`src/rtl/can_txab_pkg.sv`:
```
package can_txab_pkg;
  parameter int NBUF = 3;
  parameter int REG_W = 8;

  typedef struct packed {
    logic [NBUF-1:0] setDone;   // successful completion
    logic [NBUF-1:0] setAbort;  // abort granted
    logic [NBUF-1:0] clrEmpty;  // CPU reschedules the buffer
    logic [NBUF-1:0] setReq;    // CPU raises an abort request
    logic            wrCtrl;    // load interrupt enables
    logic [NBUF-1:0] ienData;
  } strobes_t;
endpackage

```
`src/rtl/can_txab_ctrl.sv`:
```
module can_txab_ctrl
  import can_txab_pkg::*;
(
  input  logic             clk,
  input  logic             rstN,
  input  logic             softReset,
  input  logic             cpuWr,
  input  logic             cpuSel,
  input  logic [REG_W-1:0] cpuWrData,
  input  logic [NBUF-1:0]  txStart,
  input  logic [NBUF-1:0]  txDone,
  input  logic [NBUF-1:0]  txLost,
  input  logic [NBUF-1:0]  txErr,
  input  logic [NBUF-1:0]  emptyQ,
  input  logic [NBUF-1:0]  reqQ,
  output strobes_t         stb
);
  localparam int REQ_LSB = NBUF;

  logic [NBUF-1:0] flightQ;
  logic [NBUF-1:0] busy, okEnd, failEnd, grant, launch;

  always_comb begin
    busy    = ~emptyQ;
    okEnd   = busy & flightQ & txDone;
    failEnd = busy & flightQ & (txLost | txErr) & ~okEnd;
    grant   = busy & reqQ & (~flightQ | failEnd) & ~okEnd;
    launch  = busy & ~flightQ & txStart & ~grant;
  end

  always_comb begin
    stb          = '0;
    stb.setDone  = okEnd;
    stb.setAbort = grant;
    stb.wrCtrl   = cpuWr & cpuSel;
    stb.ienData  = cpuWrData[NBUF-1:0];
    if (cpuWr && !cpuSel)
      stb.clrEmpty = cpuWrData[NBUF-1:0] & emptyQ;
    if (cpuWr && cpuSel)
      stb.setReq = cpuWrData[REQ_LSB+NBUF-1:REQ_LSB] & busy;
  end

  always_ff @(posedge clk or negedge rstN) begin
    if (!rstN)          flightQ <= '0;
    else if (softReset) flightQ <= '0;
    else                flightQ <= (flightQ & ~(okEnd | grant | failEnd)) | launch;
  end

  // an abort granted while in flight needs a failing end
  a_r5_no_grant_midflight: assert property (@(posedge clk) disable iff (!rstN)
    ((stb.setAbort & flightQ & ~(txLost | txErr)) == '0));

  // only scheduled buffers can be in transmission
  a_r11_flight_scheduled: assert property (@(posedge clk) disable iff (!rstN)
    ((flightQ & emptyQ) == '0));
endmodule

```
`src/rtl/can_txab_dp.sv`:
```
module can_txab_dp
  import can_txab_pkg::*;
(
  input  logic             clk,
  input  logic             rstN,
  input  logic             softReset,
  input  strobes_t         stb,
  output logic [NBUF-1:0]  emptyQ,
  output logic [NBUF-1:0]  reqQ,
  output logic [REG_W-1:0] flagRd,
  output logic [REG_W-1:0] ctrlRd,
  output logic             txIrq
);
  localparam int PAD_W = REG_W - 2 * NBUF;

  logic [NBUF-1:0] ackQ, ienQ;
  logic [NBUF-1:0] emptyNext, ackNext, reqNext;

  always_comb begin
    if (softReset) begin
      emptyNext = '1;
      ackNext   = '0;
    end else begin
      emptyNext = (emptyQ | stb.setDone | stb.setAbort) & ~stb.clrEmpty;
      ackNext   = (ackQ | stb.setAbort) & ~stb.clrEmpty;
    end
    reqNext = (reqQ | stb.setReq) & ~emptyNext;
  end

  always_ff @(posedge clk or negedge rstN) begin
    if (!rstN) begin
      emptyQ <= '1;
      ackQ   <= '0;
      reqQ   <= '0;
      ienQ   <= '0;
    end else begin
      emptyQ <= emptyNext;
      ackQ   <= ackNext;
      reqQ   <= reqNext;
      if (stb.wrCtrl) ienQ <= stb.ienData;
    end
  end

  assign flagRd = {{PAD_W{1'b0}}, ackQ, emptyQ};
  assign ctrlRd = {{PAD_W{1'b0}}, reqQ, ienQ};
  assign txIrq  = |(emptyQ & ienQ);

  // a request never coexists with an empty buffer
  a_r7_req_scheduled: assert property (@(posedge clk) disable iff (!rstN)
    ((reqQ & emptyQ) == '0));

  // an acknowledge only survives while the buffer is empty
  a_r8_ack_needs_empty: assert property (@(posedge clk) disable iff (!rstN)
    ((ackQ & ~emptyQ) == '0));

  // a request falls only when its buffer empties
  a_r3_req_set_only: assert property (@(posedge clk) disable iff (!rstN)
    (($past(reqQ) & ~reqQ & ~emptyQ) == '0));

  // soft reset forces the status register
  a_r10_soft_hold: assert property (@(posedge clk) disable iff (!rstN)
    softReset |=> (emptyQ == '1 && ackQ == '0));

  // success never acknowledges
  a_r6_success_no_ack: assert property (@(posedge clk) disable iff (!rstN)
    (stb.setDone != '0 && !softReset) |=> ((ackQ & $past(stb.setDone)) == '0));
endmodule

```
`src/rtl/can_txab_top.sv`:
```
module can_txab_top
  import can_txab_pkg::*;
(
  input  logic        clk,
  input  logic        rstN,
  input  logic        softReset,
  input  logic        cpuWr,
  input  logic        cpuSel,
  input  logic [7:0]  cpuWrData,
  output logic [7:0]  cpuRdData,
  input  logic [2:0]  txStart,
  input  logic [2:0]  txDone,
  input  logic [2:0]  txLost,
  input  logic [2:0]  txErr,
  output logic        txIrq
);
  strobes_t        stb;
  logic [NBUF-1:0] emptyQ, reqQ;
  logic [REG_W-1:0] flagRd, ctrlRd;

  can_txab_ctrl uCtrl (
    .clk(clk), .rstN(rstN), .softReset(softReset),
    .cpuWr(cpuWr), .cpuSel(cpuSel), .cpuWrData(cpuWrData),
    .txStart(txStart), .txDone(txDone), .txLost(txLost), .txErr(txErr),
    .emptyQ(emptyQ), .reqQ(reqQ), .stb(stb)
  );

  can_txab_dp uDp (
    .clk(clk), .rstN(rstN), .softReset(softReset), .stb(stb),
    .emptyQ(emptyQ), .reqQ(reqQ), .flagRd(flagRd), .ctrlRd(ctrlRd),
    .txIrq(txIrq)
  );

  assign cpuRdData = cpuSel ? ctrlRd : flagRd;
endmodule

```
`config.mk`:
```
export PLATFORM = sky130hd
export DESIGN_NAME = can_txab_top
export DESIGN_NICKNAME = d
export VERILOG_FILES = /design/src/rtl/can_txab_pkg.sv /design/src/rtl/can_txab_ctrl.sv /design/src/rtl/can_txab_dp.sv /design/src/rtl/can_txab_top.sv
export SDC_FILE = /design/constraint.sdc
export NUM_CORES = 1
export LEC_CHECK = 0
export ABC_AREA = 1
export CAP_MARGIN = 20
export CORE_UTILIZATION = 41
export CTS_CLUSTER_SIZE = 14
export DETAILED_ROUTE_END_ITERATION = 8
export PLACE_DENSITY = 0.82
export SLEW_MARGIN = 20
export SYNTH_ARGS = -nofsm -noshare
export SYNTH_HDL_FRONTEND = slang
export SYNTH_HIERARCHICAL = 1
export SYNTH_SLANG_ARGS = --single-unit
```
`constraint.sdc`:
```
create_clock -name clk -period 1.1 [get_ports clk]
set_input_delay 0.165 -clock clk [delete_from_list [all_inputs] [get_ports clk]]
set_output_delay 0.165 -clock clk [all_outputs]
set_load 0.02 [all_outputs]
```
==> results.sh <==
export IMPL_drt_total_wl_mm=2.28
export IMPL_synth_area_sq_mm=0.00103
export IMPL_cts_buffers=3
export IMPL_final_net_count=226
export IMPL_fin_util_pct=67.0
export IMPL_dieArea_sq_mm=0.00273
export IMPL_violations="setup timing"
export IMPL_start_util_pct=45.0
export IMPL_ctsHoldBuffers=0
export IMPL_max_clock_path_buffers=2
export IMPL_path_class="register to register"
export IMPL_synth_cells=154
export IMPL_synth_fa_ha_area_share_pct=0
export IMPL_worst_setup_path_start_kind="register"
export IMPL_die_x_microns=52.2
export IMPL_end_kind="register"
export IMPL_place_congestion=0.768
export IMPL_synth_top_family_by_area="simple AND/OR/NAND/NOR gates"
export IMPL_cts_htree_levels=1
export IMPL_clk_pin_slew_ns=0.09
export IMPL_hold_violations=0
export IMPL_p_seq_share_pct=47.4
export IMPL_setup_viol=16
export IMPL_synthTopCellsByArea="dfrtp_1 (29%), nand2_1 (19%), buf_4 (9.4%)"
export IMPL_die_h_microns=52.2
export IMPL_p_leak_nw=0.788
export IMPL_clock_sinks=15
export IMPL_drt_iter0_markers=18
export IMPL_synth_warnings=6
export IMPL_pwr_share_comb_pct=28.6
export IMPL_max_freq_ghz=0.787
export IMPL_switchingPower_mw=0.368
export IMPL_muxShareOfSynthArea_pct=3.26
export IMPL_synthArstFlopShare_pct=100
export IMPL_numPortBuffers=29
export IMPL_wl_per_cell_microns=9.99
export IMPL_synth_compound_area_share_pct=2.90
export IMPL_synth_distinct_cells=17
export IMPL_critPathMaxFanout=4
export IMPL_intPower_mw=0.912
export IMPL_synth_edf_count=0
export IMPL_num_vias=1056
export IMPL_syn2layout_area_growth_pct=48.9
export IMPL_finalCritPeriodShare_pct=116
export IMPL_root_buffer="clkbuf_4"
export IMPL_gr_total_overflow=0
export IMPL_rsz0062_at_grt="yes"
export IMPL_cp_data_required_time_ns=1.32
export IMPL_n_antenna_cell=0
export IMPL_place_area_sq_mm=0.00142
export IMPL_critPathArrivalTime_ns=1.49
export IMPL_period_minus_slack_ns=1.27
export IMPL_syn_avg_cell_area_sq_um=6.72
export IMPL_slew_viol_final=0
export IMPL_yosysTopAreaCell="dfrtp_1"
export IMPL_tritoncts="built"
export IMPL_peakVddDrop_mv=0.495
export IMPL_first_global_vias=1007
export IMPL_ys_seq_area_share_pct=36.6
export IMPL_power_density_mw_per_mm2=831
export IMPL_fin_worst_skew_ns=0.000418
export IMPL_row_count=17
export IMPL_outcome="finished with violations"
export IMPL_dp_hpwl_mm=1.85
export IMPL_first_pass_iters=4
export IMPL_grt_max_degree=16
export IMPL_holdCritPathClass="primary input to async pin"
export IMPL_ant_nets=0
export IMPL_core_area_sq_mm=0.00230
export IMPL_grt_pass1_wl_mm=3.96
export IMPL_yosys_most_used_dff="dfrtp_1"
export IMPL_vias_per_cell=4.63
export IMPL_max_cap_violations=0
export IMPL_clock_power_share_pct=24.1
export IMPL_setup_tns_ns=-1.55
export IMPL_synth_xor_area_share_pct=0
export IMPL_drive_gt1_share_pct=33.5
export IMPL_switching_share_pct=28.8
export IMPL_design_area_sq_mm=0.00154
export IMPL_grt_total_usage_pct=20.1
export IMPL_synth_seq_cells=15
export IMPL_yosys_area_share_simple_pct=36.2
export IMPL_layout_setup_ws_ns=-0.171
export IMPL_yosysTopAreaCellShare_pct=29.0
export IMPL_ios=34
export IMPL_grt_antenna_before_repair=0
export IMPL_worstSkewPairLatency_ns=0.28
export IMPL_drc=0
[state kept, by name, indices dropped and copies added (netlist names)]
signal and flops:
uDp/ienQ 3, uDp/ackQ 3, uDp/emptyQ 3, uCtrl/flightQ 3, uDp/reqQ 3
[cells in the mapped netlist, types with 4 or more instances]
cell type   n
nand2_1    51
a21oi_1     6
dfrtp_1    12
nor2_1     18
inv_2       4
buf_4      13
inv_1      24
nand3_1     4
[repair_timing]
action                                  in CTS  in global routing
setup buffers                                3                  1
pin swaps                                   10                  7
endpoints found under the setup margin      20                 19
gates resized for setup                     50                 11
gates cloned                                 0                  0
[stage by stage]
| stage | cells | hold slack (ns) | power [mW] | setup WS, ns |
|---|---|---|---|---|
| 6_report | 228 | 0.192 | 1.28 | -0.171 |
| 5_1_grt | 228 | 0.175 | 1.38 | -0.239 |
| 4_1_cts | 227 | 0.187 | 1.28 | -0.183 |
| 3_5_place_dp | 220 | 0.499 | 0.947 | -0.668 |
| 3_3_place_gp | 220 | 0.497 | 0.936 | -0.652 |
| 2_1_floorplan | 157 | -0.131 | 0.780 | 0.00586 |
[cell usage in the layout (no fill, tap or decap), types with 3 or more instances in the layout]
cell,instances
nand2_1,47
inv_1,23
clkdlybuf4s50_1,21
buf_4,21
nor2_1,15
dfrtp_1,12
buf_6,10
nor2_2,6
nand2_2,6
a21oi_2,5
inv_2,4
conb_1,4
clkbuf_4,3
nand3_2,3
nand3_1,3
nand4_1,3
nor3_1,3
mux2_2,3
dfstp_2,3
[metal layers]
| metal | track usage (%) | up-vias | share of wire [%] |
|---|---|---|---|
| met5 | 0 | - | 0 |
| met4 | 7.89 | 0 | 0.57 |
| met3 | 3.48 | 2 | 3.3 |
| met2 | 37.8 | 21 | 54 |
| met1 | 22.1 | 493 | 42 |
| li1 | - | 540 | - |
[cell families (layout without fill, tap and decap cells)]
group,count (synthesis),after routing
buf+inv,42,85
simple gates,87,87
other cells,1,4
compound gates,6,6
mux,3,3
flops,15,15
[power by group through the flow]
stage | sequential (mW) | clock [mW] | combinational [mW]
3_3_place_gp | 0.612 | 0 | 0.324
3_5_place_dp | 0.613 | 0 | 0.334
4_1_cts | 0.605 | 0.324 | 0.355
2_1_floorplan | 0.613 | 0 | 0.167
5_1_grt | 0.610 | 0.365 | 0.401
6_report | 0.606 | 0.308 | 0.365
[layout make-up]
| class | count | area (sq um) |
|---|---|---|
| Clock inverter | 1 | 5.00 |
| Fill cell | 203 | 757 |
| Clock buffer | 3 | 22.5 |
| Tap cell | 28 | 35.0 |
| Sequential cell | 15 | 379 |
| Inverter | 28 | 108 |
| Timing Repair Buffer | 53 | 489 |
| Multi-Input combinational cell | 100 | 502 |
[critical path, stage by stage, from the launching register on]
cell     delay [ns]
dfstp_2        0.56
buf_6          0.11
nor2_1         0.04
nand2_1        0.08
a21oi_2        0.07
nor2_1         0.08
nand2_1        0.05
nand2_1        0.07
nand2_2        0.07
nor2_2         0.08
[path summary, 6_finish.rpt]
kind                       slack [ns]  cells past startpoint               startpoint                         end
setup / recovery                -0.17                      9  uDp/emptyQ[1]$_DFF_PN1_       uDp/reqQ[1]$_DFF_PN0_
hold / removal                   0.19                      2                     rstN  uCtrl/flightQ[2]$_DFF_PN0_
setup reg to reg                -0.17                      9  uDp/emptyQ[1]$_DFF_PN1_       uDp/reqQ[1]$_DFF_PN0_
hold reg to reg                  0.55                      1  uDp/ienQ[1]$_DFFE_PN0P_     uDp/ienQ[1]$_DFFE_PN0P_
max in group asynchronous        0.67                      2                     rstN     uDp/emptyQ[1]$_DFF_PN1_
min in group clk                 0.47                      3               txStart[0]  uCtrl/flightQ[0]$_DFF_PN0_
(Power assumes the default switching activity.)
